<file path="config.mk">
export PLATFORM = sky130hd
export DESIGN_NAME = capcmp_timer
export DESIGN_NICKNAME = d
export VERILOG_FILES = /design/src/rtl/capcmp_pkg.sv /design/src/rtl/capcmp_flag.sv /design/src/rtl/capcmp_capture.sv /design/src/rtl/capcmp_compare.sv /design/src/rtl/capcmp_timer.sv
export SDC_FILE = /design/constraint.sdc
export NUM_CORES = 1
export LEC_CHECK = 0
export ABC_AREA = 1
export CAP_MARGIN = 20
export CORE_MARGIN = 3
export CORE_UTILIZATION = 30
export CTS_BUF_LIST = sky130_fd_sc_hd__clkbuf_8
export DETAILED_ROUTE_END_ITERATION = 10
export DONT_BUFFER_PORTS = 1
export GPL_TIMING_DRIVEN = 0
export SYNTH_ARGS = -nofsm -noshare
export SYNTH_HDL_FRONTEND = slang
export SYNTH_SLANG_ARGS = --single-unit
</file>
<file path="constraint.sdc">
create_clock -name clk_i -period 1.95 [get_ports clk_i]
set_input_delay 0.0975 -clock clk_i [delete_from_list [all_inputs] [get_ports clk_i]]
set_output_delay 0.0975 -clock clk_i [all_outputs]
set_load 0.02 [all_outputs]
</file>
<file path="src/rtl/capcmp_pkg.sv">
package capcmp_pkg;
  localparam int unsigned BYTE_W = 8;
  localparam int unsigned CNT_W  = 2 * BYTE_W;
  localparam int unsigned N_CAP  = 2;
  localparam int unsigned N_FLAG = N_CAP + 1;
  localparam int unsigned ADDR_W = 4;
  localparam int unsigned CMP_BIT = N_CAP;

  localparam logic [ADDR_W-1:0] A_STAT     = 4'd0;
  localparam logic [ADDR_W-1:0] A_IEN      = 4'd1;
  localparam logic [ADDR_W-1:0] A_CMP_HI   = 4'd2;
  localparam logic [ADDR_W-1:0] A_CMP_LO   = 4'd3;
  localparam logic [ADDR_W-1:0] A_CNT_HI   = 4'd4;
  localparam logic [ADDR_W-1:0] A_CNT_LO   = 4'd5;
  localparam logic [ADDR_W-1:0] A_CAP_BASE = 4'd8;
endpackage

</file>
<file path="src/rtl/capcmp_flag.sv">
module capcmp_flag (
  input  logic clk_i,
  input  logic rst_ni,
  input  logic set_i,
  input  logic stat_rd_i,
  input  logic clr_acc_i,
  output logic flag_o
);
  logic armed_q;

  always_ff @(posedge clk_i or negedge rst_ni) begin
    if (!rst_ni) begin
      flag_o  <= 1'b0;
      armed_q <= 1'b0;
    end else if (set_i) begin
      // a fresh event wins and voids any pending clear
      flag_o  <= 1'b1;
      armed_q <= 1'b0;
    end else if (stat_rd_i && flag_o) begin
      armed_q <= 1'b1;
    end else if (clr_acc_i && armed_q) begin
      flag_o  <= 1'b0;
      armed_q <= 1'b0;
    end
  end

  AST_SET_WINS: assert property (@(posedge clk_i) disable iff (!rst_ni)
    set_i |=> flag_o);
  AST_CLR_ON_ACCESS: assert property (@(posedge clk_i) disable iff (!rst_ni)
    $fell(flag_o) |-> $past(clr_acc_i));
endmodule

</file>
<file path="src/rtl/capcmp_capture.sv">
module capcmp_capture
  import capcmp_pkg::*;
(
  input  logic             clk_i,
  input  logic             rst_ni,
  input  logic             pin_i,
  input  logic [CNT_W-1:0] cnt_i,
  input  logic             hi_rd_i,
  output logic             event_o,
  output logic [CNT_W-1:0] val_o,
  output logic [BYTE_W-1:0] lo_o
);
  logic pin_q;

  assign event_o = pin_i & ~pin_q;

  always_ff @(posedge clk_i or negedge rst_ni) begin
    if (!rst_ni) begin
      pin_q <= 1'b0;
      val_o <= '0;
      lo_o  <= '0;
    end else begin
      pin_q <= pin_i;
      if (event_o) val_o <= cnt_i;
      if (hi_rd_i) lo_o  <= val_o[BYTE_W-1:0];
    end
  end

  AST_CAP_LATCH: assert property (@(posedge clk_i) disable iff (!rst_ni)
    event_o |=> (val_o == $past(cnt_i)));
  AST_SHADOW_HOLD: assert property (@(posedge clk_i) disable iff (!rst_ni)
    !hi_rd_i |=> $stable(lo_o));
endmodule

</file>
<file path="src/rtl/capcmp_compare.sv">
module capcmp_compare
  import capcmp_pkg::*;
(
  input  logic              clk_i,
  input  logic              rst_ni,
  input  logic              wr_hi_i,
  input  logic              wr_lo_i,
  input  logic [BYTE_W-1:0] wdata_i,
  input  logic [CNT_W-1:0]  cnt_i,
  output logic [CNT_W-1:0]  cmp_o,
  output logic              match_o
);
  logic en_q;

  always_ff @(posedge clk_i or negedge rst_ni) begin
    if (!rst_ni) begin
      cmp_o <= '0;
      en_q  <= 1'b0;
    end else if (wr_hi_i) begin
      cmp_o[CNT_W-1:BYTE_W] <= wdata_i;
      en_q <= 1'b0;
    end else if (wr_lo_i) begin
      cmp_o[BYTE_W-1:0] <= wdata_i;
      en_q <= 1'b1;
    end
  end

  assign match_o = en_q && (cnt_i == cmp_o);

  AST_HI_INHIBIT: assert property (@(posedge clk_i) disable iff (!rst_ni)
    wr_hi_i |=> !match_o);
endmodule

</file>
<file path="src/rtl/capcmp_timer.sv">
module capcmp_timer
  import capcmp_pkg::*;
(
  input  logic              clk_i,
  input  logic              rst_ni,
  input  logic [ADDR_W-1:0] addr_i,
  input  logic [BYTE_W-1:0] wdata_i,
  input  logic              wr_i,
  input  logic              rd_i,
  output logic [BYTE_W-1:0] rdata_o,
  input  logic [N_CAP-1:0]  cap_i,
  output logic              irq_o
);
  logic [CNT_W-1:0]  cnt_q;
  logic [BYTE_W-1:0] cnt_lo_q;
  logic [N_FLAG-1:0] ien_q;
  logic [N_FLAG-1:0] flag;
  logic [N_FLAG-1:0] set_ev;
  logic [N_FLAG-1:0] clr_acc;
  logic [CNT_W-1:0]  cmp_val;
  logic              stat_rd;

  logic [CNT_W-1:0]  cap_val [N_CAP];
  logic [BYTE_W-1:0] cap_lo  [N_CAP];

  assign stat_rd = rd_i && (addr_i == A_STAT);

  always_ff @(posedge clk_i or negedge rst_ni) begin
    if (!rst_ni) begin
      cnt_q    <= '0;
      cnt_lo_q <= '0;
      ien_q    <= '0;
    end else begin
      cnt_q <= cnt_q + 1'b1;
      if (rd_i && addr_i == A_CNT_HI) cnt_lo_q <= cnt_q[BYTE_W-1:0];
      if (wr_i && addr_i == A_IEN)    ien_q    <= wdata_i[N_FLAG-1:0];
    end
  end

  for (genvar n = 0; n < N_CAP; n++) begin : g_cap
    localparam logic [ADDR_W-1:0] HI_A = A_CAP_BASE + ADDR_W'(2 * n);
    localparam logic [ADDR_W-1:0] LO_A = HI_A + 1'b1;

    capcmp_capture u_cap (
      .clk_i   (clk_i),
      .rst_ni  (rst_ni),
      .pin_i   (cap_i[n]),
      .cnt_i   (cnt_q),
      .hi_rd_i (rd_i && addr_i == HI_A),
      .event_o (set_ev[n]),
      .val_o   (cap_val[n]),
      .lo_o    (cap_lo[n])
    );
    assign clr_acc[n] = rd_i && (addr_i == LO_A);
  end

  capcmp_compare u_cmp (
    .clk_i   (clk_i),
    .rst_ni  (rst_ni),
    .wr_hi_i (wr_i && addr_i == A_CMP_HI),
    .wr_lo_i (wr_i && addr_i == A_CMP_LO),
    .wdata_i (wdata_i),
    .cnt_i   (cnt_q),
    .cmp_o   (cmp_val),
    .match_o (set_ev[CMP_BIT])
  );
  assign clr_acc[CMP_BIT] = wr_i && (addr_i == A_CMP_LO);

  for (genvar f = 0; f < N_FLAG; f++) begin : g_flag
    capcmp_flag u_flag (
      .clk_i     (clk_i),
      .rst_ni    (rst_ni),
      .set_i     (set_ev[f]),
      .stat_rd_i (stat_rd),
      .clr_acc_i (clr_acc[f]),
      .flag_o    (flag[f])
    );
  end

  assign irq_o = |(flag & ien_q);

  always_comb begin
    rdata_o = '0;
    if (rd_i) begin
      unique case (addr_i)
        A_STAT:   rdata_o = BYTE_W'(flag);
        A_IEN:    rdata_o = BYTE_W'(ien_q);
        A_CMP_HI: rdata_o = cmp_val[CNT_W-1:BYTE_W];
        A_CMP_LO: rdata_o = cmp_val[BYTE_W-1:0];
        A_CNT_HI: rdata_o = cnt_q[CNT_W-1:BYTE_W];
        A_CNT_LO: rdata_o = cnt_lo_q;
        default: begin
          for (int n = 0; n < N_CAP; n++) begin
            if (addr_i == A_CAP_BASE + ADDR_W'(2 * n))
              rdata_o = cap_val[n][CNT_W-1:BYTE_W];
            if (addr_i == A_CAP_BASE + ADDR_W'(2 * n + 1))
              rdata_o = cap_lo[n];
          end
        end
      endcase
    end
  end

  AST_CNT_STEP: assert property (@(posedge clk_i) disable iff (!rst_ni)
    rst_ni |=> (cnt_q == $past(cnt_q) + 1'b1));
  AST_ONE_ACCESS: assert property (@(posedge clk_i) disable iff (!rst_ni)
    !(rd_i && wr_i));
endmodule

</file>
Word level (Yosys, flattened, before mapping)
Cells that the tools add are included.
{"block": "classes", "n_addsub": 1, "n_eq_ne": 13, "mux": 23, "bitwise": 6, "n_reduce_logical": 29}
{"op": "8-bit one-hot mux with 6 select lines", "count": 1}
{"op": "8-bit two-way mux", "count": 5}
{"op": "1-bit two-way mux", "count": 17}
{"op": "16-bit by 1-bit adder with 16-bit output (second input constant)", "count": 1}
{"op": "16-bit == test", "count": 1}
{"op": "4-bit == test (second input constant)", "count": 4}
{"op": "1-bit logical AND", "count": 16}
{"op": "3-bit nonzero test", "count": 3}
{"op": "4-bit by 2-bit == test with 1-bit output (second input constant)", "count": 2}
{"op": "4-bit by 3-bit == test with 1-bit output (second input constant)", "count": 2}
{"op": "2-bit AND reduction", "count": 4}
{"op": "2-bit nonzero test", "count": 4}
{"op": "4-bit by 1-bit == test with 1-bit output (second input constant)", "count": 1}
{"op": "4-bit zero test", "count": 1}
{"op": "2-bit inequality test (second input constant)", "count": 2}
{"op": "3-bit bitwise AND", "count": 1}
{"op": "1-bit inverter", "count": 3}
{"op": "3-bit OR reduction", "count": 1}
{"op": "1-bit bitwise AND", "count": 2}
{"op": "2-bit by 1-bit inequality test with 1-bit output (second input constant)", "count": 1}
{"block": "totals", "reg_bits": 100, "elab_cells": 90}

Logic depth before layout (Yosys ltp)
Gate-level depths: netlist of the first run.
{"block": "depth", "word_depth": 7, "ltp_mapped": 9}

Hierarchy
Synthesis of the first run repeated with hierarchy kept, for this count alone.
{"block": "unflattened", "hier_cells": 648, "area_unflattened_um2": 5220.0}
{"mod": "capcmp_capture", "instances": 2, "cells_each": 105, "area_each_um2": 1007.2, "seq_area_each_um2": 625.6}
{"mod": "capcmp_timer", "instances": 1, "cells_each": 291, "area_each_um2": 2013.2, "seq_area_each_um2": 675.6}
{"mod": "capcmp_compare", "instances": 1, "cells_each": 120, "area_each_um2": 929.6, "seq_area_each_um2": 425.4}
{"mod": "capcmp_flag", "instances": 3, "cells_each": 9, "area_each_um2": 87.6, "seq_area_each_um2": 50.0}

Worst setup path before layout of the first run
No wires, ideal clock.
{"block": "synth_timing", "path_kind": "flip-flop to flip-flop", "start": "register cnt_q[0]", "end": "register cnt_q[14]", "setup_time_ns": 0.123, "arrival_time_ns": 1.170, "t_required_ns": 1.827, "slack_ns": 0.657, "path_stages_with_launch": 6, "n_path_buf": 0, "path_cell_list": "dfrtp_1 > ha_1 > nand3_1 > nor3_1 > nand3_1 > xor2_1"}
{"block": "synth_between", "elab_chain_len": 1}
{"element": "from (decl)", "line": "capcmp_timer.sv:14", "text": "logic [CNT_W-1:0] cnt_q;"}
{"element": "from (signal assigned)", "line": "capcmp_timer.sv:34", "text": "cnt_q <= cnt_q + 1'b1;"}
{"element": "16-bit by 1-bit adder with 16-bit output", "line": "capcmp_timer.sv:34"}
No other way between the ends.
A chain may end at the register's enable or synchronous reset.

Final worst setup path of the first run
{"block": "layout_timing", "start": "register cnt_q[13]", "end": "output rdata_o[5]"}
{"block": "layout_between", "elab_chain_len": 2}
{"element": "8-bit one-hot mux with 6 select lines", "line": "capcmp_timer.sv:85", "text": "unique case (addr_i)"}
{"element": "8-bit two-way mux", "line": "capcmp_timer.sv:84", "text": "if (rd_i) begin"}
{"element": "to (decl)", "line": "capcmp_timer.sv:10", "text": "output logic [BYTE_W-1:0] rdata_o,"}
No other way between the ends.

==> run_results.csv, run 1 <==
group,metric,value,unit
global_route,grt_pass1_vias,3820,
power_and_ir_drop,p_leak,0.002542,µW
synthesis,syn-num-nets,609,
timing,fin_tns_setup,0,ps
critical_path,reg2reg_slack,400,ps
routing,dr_total_vias,3939,
critical_path,crit_path_start_kind,"flip-flop",
routing,vias_per_cell,4.769,
power_and_ir_drop,ir_worst_vdd,0.3072,mV
clocking,path_clk_slew,90,ps
routing,post-route-drc-count,0,
routing,drt_pre_antenna_iters,4,
routing,drt-total-wl,13260,µm
synthesis,yosysTopAreaCellShare,0.5180,
synthesis,synth_edf_count,0,
global_route,grt_overflow,0,
finish,fill_cells,1653,
timing,rsz0062_at_grt,"no",
clocking,cts.repair.resized,0,
place,portBuffers,0,
run,cap_violations,0,
global_route,grt_pass1_wl,21470,µm
synthesis,syn_inst,590,
synthesis,synthArstFlopShare,1.000,
critical_path,cp_max_fo,5,
synthesis,synthFlopType,"dfrtp_1",
critical_path,endpoint_kind,"output port",
timing,fmax,544.2,MHz
critical_path,required,1850,ps
synthesis,syn-mean-instance-area,8.188,µm²
critical_path,rr_worst_depth,5,
critical_path,endpoint,"rdata_o[5]",
clocking,cts_max_level,3,
finish,seqCellArea,2502,µm²
place,placed_cells,801,
place,dp_slack,274.7,ps
place,gp_congestion,0.8993,
clocking,cts.sinks,100,
power_and_ir_drop,powerDensity,792.6,nW/µm²
global_route,grtUsageTotal,0.1558,
clocking,cts_tree,"built",
clocking,cts_hold_buf,11,
routing,wl_per_cell,16.06,µm
finish,multiInputGateArea,2043,µm²
critical_path,crit_type,"flip-flop to output port",
place,post-dp-hpwl,9494,µm
finish,num-nets-final,631,
synthesis,synth_cell_types,31,
critical_path,r2r_end,"cnt_q[15]",
floorplan,dieArea,17660,µm²
routing,drt-initial-drc-count,338,
synthesis,synth-seq-area-share,0.5180,
clocking,cts_buffer_depth,2,
finish,stdcell_area,5385,µm²
synthesis,synth_area_leaders,"dfrtp_1 (52%), nand2_1 (16%), o21ai_0 (6.6%)",
status,violations,"negative hold slack",
finish,antenna_cells,0,
status,status,"complete, but fails checks",
timing,slew_headroom,0.4672,
floorplan,die_x,132.9,µm
critical_path,r2r-start,"cnt_q[4]",
clocking,insertion_delay,370,ps
finish,syn2layout_area_growth,11.47,%
clocking,numCtsBuffers,9,
timing,report.final.slew_viol_count,0,
timing,final-hold-violation-count,100,
floorplan,ios,27,
place,place_area,5095,µm²
synthesis,yosysTopAreaCell,"dfrtp_1",
finish,fin_cells,826,
critical_path,crit_start,"cnt_q[13]",
routing,detail-route-antenna-nets,0,
global_route,grt_max_degree,101,
timing,fin_crit_sh,0.9423,
timing,setup_viol_count_final,0,
synthesis,ys_ff_latch,100,
timing,worstMarginPinSlew,799.3,ps
worst_hold_path,hp-class,"primary input to async pin",
floorplan,start_util,0.3120,
timing,fin_skew,10.13,ps
floorplan,fp.dieH,132.9,µm
floorplan,core,15480,µm²
timing,fin_crit,1838,ps
timing,post-route-worst-setup-slack,112.5,ps
synthesis,synth_area,4831,µm²
critical_path,arrival,1740,ps
clocking,clock-root-buffer,"clkbuf_8",
clocking,post_cts_buffers,0,
synthesis,synth_warnings,0,
finish,drive_gt1_frac,0.07805,
floorplan,fp-row-count,45,
timing,hold_ws,-587.9,ps
global_route,antenna_found_initial,0,
## cells by family after synthesis
logic type,Yosys count,share of synthesized area
AOI/OAI and AO/OA,74,0.07796
xor gates and xnor gates,17,0.03082
DFF,100,0.5180
muxes,10,0.02487
adders and majority gates,1,0.002590
buffers and inverters,67,0.05905
and+or+nand+nor,321,0.2867
## worst max-delay path: stages, from the launching register on
cell,delay [ps]
dfrtp_1,440
inv_1,220
o21ai_0,120
o21ai_0,390
nor2_1,210
## cell type report
| cell class | count | area share |
|---|---|---|
| buffer | 15 | 0.01650 |
| clock buffer | 9 | 0.02300 |
| clock inverter | 5 | 0.01046 |
| inverter | 52 | 0.03648 |
| multi-input combinational | 423 | 0.3794 |
| sequential | 100 | 0.4647 |
| tap | 211 | 0.04902 |
| timing repair buffer | 11 | 0.02045 |
## cells in the mapped netlist (2+ instances only)
| library cell | n |
|---|---|
| nand2_1 | 206 |
| nor3_1 | 6 |
| nand2_4 | 2 |
| dfrtp_1 | 100 |
| or2_0 | 3 |
| a21oi_1 | 5 |
| buf_6 | 2 |
| nor2_1 | 33 |
| xor2_1 | 15 |
| o211ai_1 | 2 |
| buf_2 | 2 |
| nor2_2 | 4 |
| mux2_4 | 2 |
| o21ai_1 | 2 |
| inv_2 | 3 |
| inv_1 | 48 |
| nand2_2 | 2 |
| nand4_1 | 5 |
| buf_4 | 4 |
| o21ai_0 | 64 |
| nand3b_1 | 6 |
| nand3_1 | 49 |
| clkbuf_1 | 7 |
| xnor2_1 | 2 |
| nor2_4 | 3 |
| mux2_2 | 8 |
## cell usage in the layout, fill, tap and decap left out, drive strengths merged, types with 6 or more instances in the layout
| cell | instances |
|---|---|
| nand3b | 6 |
| nand2 | 210 |
| inv | 52 |
| o21ai | 66 |
| buf | 8 |
| dlygate4sd3 | 11 |
| nor3 | 6 |
| xor2 | 15 |
| mux2 | 10 |
| nand3 | 50 |
| clkbuf | 16 |
| dfrtp | 100 |
| nor2 | 40 |
## state kept, by name, summed over array words and instances, names as in the netlist
name	count
ien_q	3
g_cap.u_cap.val_o	32
g_cap.u_cap.lo_o	16
cnt_q	16
cnt_lo_q	8
g_flag.u_flag.armed_q	3
u_cmp.cmp_o	16
u_cmp.en_q	1
g_flag.u_flag.flag_o	3
g_cap.u_cap.pin_q	2
## per-stage QoR
step	utilization	power, µW
CTS	0.3478	4299
detailed placement	0.3291	2986
global route	0.3478	4487
finish	0.3478	4268
floorplan	-	2824
global placement	0.3291	2977
## metal layers
metal  track usage  share of wire  vias to the layer above  wire (µm)
li1              -              -                     1918          -
met1        0.2322           0.49                     1877       6461
met2        0.2249           0.43                      124       5749
met3       0.03308          0.054                       20        714
met4       0.04908          0.026                        0        339
met5             0              0                        -          0
## power by group
part / switching, µW / total [µW] / internal [µW]
logic: 325 / 528 / 203
registers: 160 / 2440 / 2280
clock network: 722 / 1300 / 575
## how the worst min path moves through the flow
stage | start | endpoint | slack [ps]
floorplan | rst_ni | cnt_lo_q[0] | -200
global placement | rst_ni | g_cap[0].u_cap.lo_o[4] | -190
detailed placement | rst_ni | g_cap[0].u_cap.pin_q | -190
CTS | rst_ni | g_cap[1].u_cap.val_o[9] | -610
global route | rst_ni | g_cap[0].u_cap.val_o[0] | -620
finish | rst_ni | g_cap[0].u_cap.pin_q | -590
Note: power is estimated with default switching activity, not from simulation.
==> run 2: changes to the inputs <==
Settings changed: ABC_CLOCK_PERIOD_IN_PS set to 1950, CAP_MARGIN 20 to 10, PLACE_DENSITY set to 0.41.
==> run 2 against run 1 <==
The run still ends with negative hold slack left. Via count shrank 1.2%. Largest cell class unchanged. First-iteration DRC count fell by 25%. Highest routed layer unchanged. Sequential share of layout area is 0.26 points lower. Worst setup slack better by 91 ps. Register-to-register slack lost 30 ps.
==> run_results.csv, run 2 (same netlist as run 1, synthesis figures left out) <==
group,metric,value,unit
power_and_ir_drop,ir_worst_vdd,0.4935,mV
critical_path,arrival,1650,ps
finish,antenna_cells,0,
clocking,cts_hold_buf,11,
routing,drt-total-wl,14730,µm
floorplan,die_x,132.9,µm
clocking,cts.sinks,100,
clocking,clock-root-buffer,"clkbuf_8",
clocking,cts_buffer_depth,2,
floorplan,start_util,0.3120,
routing,drt-initial-drc-count,254,
finish,drive_gt1_frac,0.08428,
clocking,insertion_delay,390,ps
global_route,grt_max_degree,101,
routing,dr_total_vias,3890,
critical_path,crit_chain,"inv_1 -> o21ai_0 -> o21ai_0 -> nor2_1",
timing,fin_tns_setup,0,ps
routing,vias_per_cell,4.698,
status,violations,"negative hold slack",
timing,fin_crit,1747,ps
status,status,"complete, but fails checks",
global_route,antenna_found_initial,0,
clocking,cts_tree,"built",
routing,post-route-drc-count,0,
timing,fin_skew,9.958,ps
critical_path,slowest_delay,440,ps
timing,setup_viol_count_final,0,
clocking,numCtsBuffers,9,
finish,fin_cells,828,
finish,syn2layout_area_growth,12.10,%
timing,post-route-worst-setup-slack,203.3,ps
routing,wl_per_cell,17.79,µm
finish,postLayoutCoreUtil,0.3497,
floorplan,core,15480,µm²
global_route,grtUsageTotal,0.1780,
critical_path,cp_max_fo,4,
place,portBuffers,0,
timing,worstMarginPinSlew,795.7,ps
critical_path,critPathSlowestCell,"nor2_1",
critical_path,cp_common_cell,"o21ai_0",
worst_hold_path,hp-class,"primary input to async pin",
timing,fin_crit_sh,0.8957,
timing,rsz0062_at_grt,"no",
routing,drt_pre_antenna_iters,4,
critical_path,endpoint_kind,"output port",
routing,detail-route-antenna-nets,0,
finish,multiInputGateArea,2046,µm²
timing,final-hold-violation-count,100,
clocking,cts_max_level,3,
floorplan,dieArea,17660,µm²
run,cap_violations,0,
critical_path,crit_path_start_kind,"flip-flop",
global_route,grt_pass1_wl,23610,µm
power_and_ir_drop,p_leak,0.002553,µW
timing,report.final.slew_viol_count,0,
timing,hold_ws,-607.5,ps
timing,fmax,572.5,MHz
place,gp_congestion,0.8299,
global_route,grt_overflow,0,
finish,regMostFlops,"g_cap.u_cap.val_o",
finish,seqCellArea,2502,µm²
critical_path,required,1850,ps
finish,final_common_cell,"nand2_1",
floorplan,ios,27,
clocking,path_clk_slew,100,ps
timing,slew_headroom,0.4695,
floorplan,fp.dieH,132.9,µm
floorplan,fp-row-count,45,
global_route,grt_pass1_vias,4081,
finish,largest_reg_flops,32,
place,post-dp-hpwl,10680,µm
power_and_ir_drop,powerDensity,812.1,nW/µm²
critical_path,crit_type,"flip-flop to output port",
finish,fill_cells,1685,
finish,num-nets-final,631,
place,placed_cells,801,
place,dp_slack,254.2,ps
finish,final_cell_mix,"nand2_1 (206), dfrtp_1 (100), o21ai_0 (64)",
## run 2: changes by cell type in the layout (fill, tap and decap cells not counted)
cell | before | now
clkbuf_8 | 9 | 10
inv_1 | 49 | 48
inv_6 | 0 | 2
nor2_1 | 33 | 32
nor2_2 | 4 | 5
## run 2: final cells by class
cell class | instances | area share
repair buffers | 11 | 0.02033
plain buffers | 15 | 0.01640
clock inverters | 6 | 0.01294
well taps | 211 | 0.04875
clock buffers | 10 | 0.02542
inverters | 52 | 0.03628
multi-input cells | 423 | 0.3778
flip-flops and latches | 100 | 0.4621
## run 2: metal layers
layer | wire length (µm) | vias up | track usage
li1 | - | 1923 | -
met1 | 6855 | 1890 | 0.2422
met2 | 6971 | 63 | 0.2836
met3 | 584 | 14 | 0.03992
met4 | 316 | 0 | 0.05370
met5 | 0 | - | 0
## run 2: final timing paths
check	to	slack, ps	from	cells after the start
worst min-delay path	g_cap[1].u_cap.val_o[11]	-610	rst_ni	0
worst max-delay path	rdata_o[7]	200	cnt_q[15]	4
worst min register to register	g_cap[1].u_cap.lo_o[6]	480	g_cap[1].u_cap.lo_o[6]	2
min in group clk_i	u_cmp.cmp_o[11]	50	wr_i	4
max in group asynchronous	u_cmp.cmp_o[6]	2430	rst_ni	0
worst max register to register	cnt_q[14]	370	cnt_q[0]	5
## run 2: what timing repair did
| action | 4_1_cts | 5_1_grt |
|---|---|---|
| resized for setup | 0 | 1 |
| setup endpoints to repair | 0 | 1 |
| buffers inserted | 0 | 0 |
| hold endpoints to repair | 122 | 100 |
## run 2: report_power, final
part	leakage, µW	internal [µW]	total, µW	switching, µW
Clock	0.0000955	637	1420	784
Combinational	0.00117	203	531	327
Sequential	0.00129	2280	2450	162
Total	0.00255	3120	4400	1270
## run 2: critical path: cells and delay by family (launching register included)
| family | cells | cell delay, ps |
|---|---|---|
| buffers and inverters | 1 | 130 |
| DFF | 1 | 400 |
| and+or+nand+nor | 1 | 440 |
| AOI/OAI and AO/OA | 2 | 290 |
## run 2: per-stage QoR
step	power, µW	instance area [µm²]
2_1_floorplan	2824	4831
3_3_place_gp	2990	5095
3_5_place_dp	3001	5095
4_1_cts	4465	5413
5_1_grt	4647	5415
6_report	4397	5415
==> run 3: changes to the inputs <==
Settings changed: ABC_CLOCK_PERIOD_IN_PS 1950 to not set, SETUP_SLACK_MARGIN set to 0.4.
==> run 3 against run 2 <==
The flow still finishes with violations (negative hold slack). Non-clock buffer count increased by 10. Clock power is essentially flat. Core utilization increased by 1.3 points. Sequential power about the same. Global-route usage up 0.11 points. Hold slack got worse by 3.6 ps. Critical path type is now flip-flop to flip-flop. Largest cell class unchanged. Largest power group unchanged.
==> run_results.csv, run 3 (same netlist as run 1, synthesis figures left out) <==
group,metric,value,unit
timing,worstMarginPinSlew,636.7,ps
place,place_area,5095,µm²
critical_path,endpoint,"cnt_q[13]",
routing,post-route-drc-count,0,
clocking,insertion_delay,390,ps
power_and_ir_drop,p_seq_frac,0.550,
finish,stdcell_area,5624,µm²
power_and_ir_drop,ir_worst_vdd,0.4782,mV
critical_path,crit_path_start_kind,"flip-flop",
finish,drive_gt1_frac,0.1547,
timing,fin_skew,11.82,ps
routing,drt-initial-drc-count,259,
critical_path,r2r_end,"cnt_q[13]",
place,dp_slack,254.2,ps
timing,slew_headroom,0.5756,
clocking,cts_tree,"built",
finish,fill_cells,1678,
finish,syn2layout_area_growth,16.42,%
timing,report.final.slew_viol_count,0,
power_and_ir_drop,p_comb_frac,0.129,
global_route,antenna_found_initial,0,
critical_path,crit_start,"cnt_q[4]",
power_and_ir_drop,p_leak,0.002592,µW
power_and_ir_drop,p_sw,1295,µW
timing,fmax,666.2,MHz
global_route,grt_max_degree,101,
place,post-dp-hpwl,10680,µm
clocking,cts_buffer_depth,2,
clocking,cts_hold_buf,11,
place,gp_congestion,0.8299,
timing,hold_ws,-611.1,ps
clocking,path_clk_slew,100,ps
floorplan,dieArea,17660,µm²
critical_path,path_buf_inv,1,
power_and_ir_drop,sw_frac_of_total,0.2917,
floorplan,core,15480,µm²
finish,largest_reg_flops,32,
critical_path,path_depth,4,
critical_path,critPathSlowestCell,"dfrtp_1",
status,status,"complete, but fails checks",
timing,fin_tns_setup,0,ps
run,cap_violations,0,
floorplan,start_util,0.3120,
timing,rsz0062_at_grt,"yes",
routing,dr_total_vias,4003,
power_and_ir_drop,powerDensity,789.4,nW/µm²
global_route,use_met2,0.2864,
critical_path,slowest_delay,460,ps
global_route,grt_pass1_wl,23820,µm
clocking,numCtsBuffers,9,
critical_path,endpoint_kind,"flip-flop",
global_route,grtUsageMet1,0.2432,
routing,detail-route-antenna-nets,0,
clocking,clock-root-buffer,"clkbuf_8",
timing,fin_crit_sh,0.7698,
critical_path,cp_max_fo,7,
floorplan,ios,27,
timing,post-route-worst-setup-slack,448.9,ps
timing,final-hold-violation-count,100,
critical_path,r2r-start,"cnt_q[4]",
global_route,grtUsageMet3,0.03992,
global_route,grt-busiest-layer,"met2",
finish,regMostFlops,"g_cap.u_cap.val_o",
critical_path,arrival,1780,ps
timing,fin_crit,1501,ps
status,violations,"negative hold slack",
power_and_ir_drop,pwr-share-clk,0.320,
floorplan,fp.dieH,132.9,µm
critical_path,rr_worst_depth,4,
critical_path,crit_type,"flip-flop to flip-flop",
finish,num-nets-final,641,
critical_path,crit_chain,"clkinvlp_4 -> nor3_1 -> nand4_1 -> xor2_1",
routing,wl_per_cell,17.74,µm
worst_hold_path,hp-class,"primary input to async pin",
floorplan,die_x,132.9,µm
clocking,cts.sinks,100,
finish,final_common_cell,"nand2_1",
floorplan,fp-row-count,45,
finish,antenna_cells,0,
place,portBuffers,0,
power_and_ir_drop,p_int,3144,µW
critical_path,required,2230,ps
global_route,grtUsageTotal,0.1791,
clocking,cts_max_level,3,
routing,drt-total-wl,14860,µm
routing,drt_pre_antenna_iters,4,
critical_path,reg2reg_slack,450,ps
critical_path,crit_family,"simple AND/OR/NAND/NOR gates",
global_route,grt_overflow,0,
global_route,grt_pass1_vias,4131,
finish,final_cell_mix,"nand2_1 (204), dfrtp_1 (92), o21ai_0 (58)",
routing,vias_per_cell,4.777,
timing,setup_viol_count_final,0,
==> run 3: cell count changes in the layout (fill, tap and decap cells not counted), moves of 7 or more <==
cell     delta
dfrtp_1     -8
buf_4      +10
inv_1       -7
nor2_4     +11
nor2_1     -11
dfrtp_2     +8
==> run 3: cell type report <==
class                      instances  area (µm²)  area share
buffer                            15       88.84     0.01580
clock buffer                      10       137.6     0.02447
clock inverter                     6       70.07     0.01246
inverter                          52       203.9     0.03626
multi-input combinational        423        2162      0.3844
sequential                       100        2512      0.4467
tap                              211       264.0     0.04694
timing repair buffer              21       185.2     0.03293
==> run 3: metrics by stage <==
step / instances / utilization / power, µW
3_5_place_dp: 801 / 0.3291 / 3001
6_report: 838 / 0.3632 / 4440
5_1_grt: 838 / 0.3632 / 4692
4_1_cts: 831 / 0.3552 / 4480
2_1_floorplan: 590 / - / 2824
3_3_place_gp: 801 / 0.3291 / 2990
==> run 3: worst min path at each step <==
stage                start                     end
global placement    rst_ni  g_cap[0].u_cap.lo_o[0]
detailed placement  rst_ni  g_cap[0].u_cap.lo_o[0]
CTS                 rst_ni    g_cap[0].u_cap.pin_q
global route        rst_ni  g_cap[0].u_cap.lo_o[2]
finish              rst_ni  g_cap[0].u_cap.lo_o[5]
floorplan           rst_ni             cnt_lo_q[0]
==> run 3: timing repair <==
item	CTS	global route
setup endpoints to repair	10	15
gates cloned	0	0
setup buffers	3	7
endpoints found under the hold margin	122	100
resized for setup	25	28
pin swaps	5	10
==> run 3: power groups by stage <==
stage                     clock, µW  combinational (µW)  sequential (µW)
after global routing           1550                 669             2470
after floorplan                   0                 401             2420
after global placement            0                 508             2480
final                          1420                 574             2440
after CTS                      1480                 556             2440
after detailed placement          0                 516             2480
==> run 3: metal layers <==
| layer | wire, µm | part of all wire |
|---|---|---|
| met5 | 0 | 0 |
| met4 | 361 | 0.024 |
| met3 | 542 | 0.036 |
| met2 | 6980 | 0.47 |
| met1 | 6978 | 0.47 |
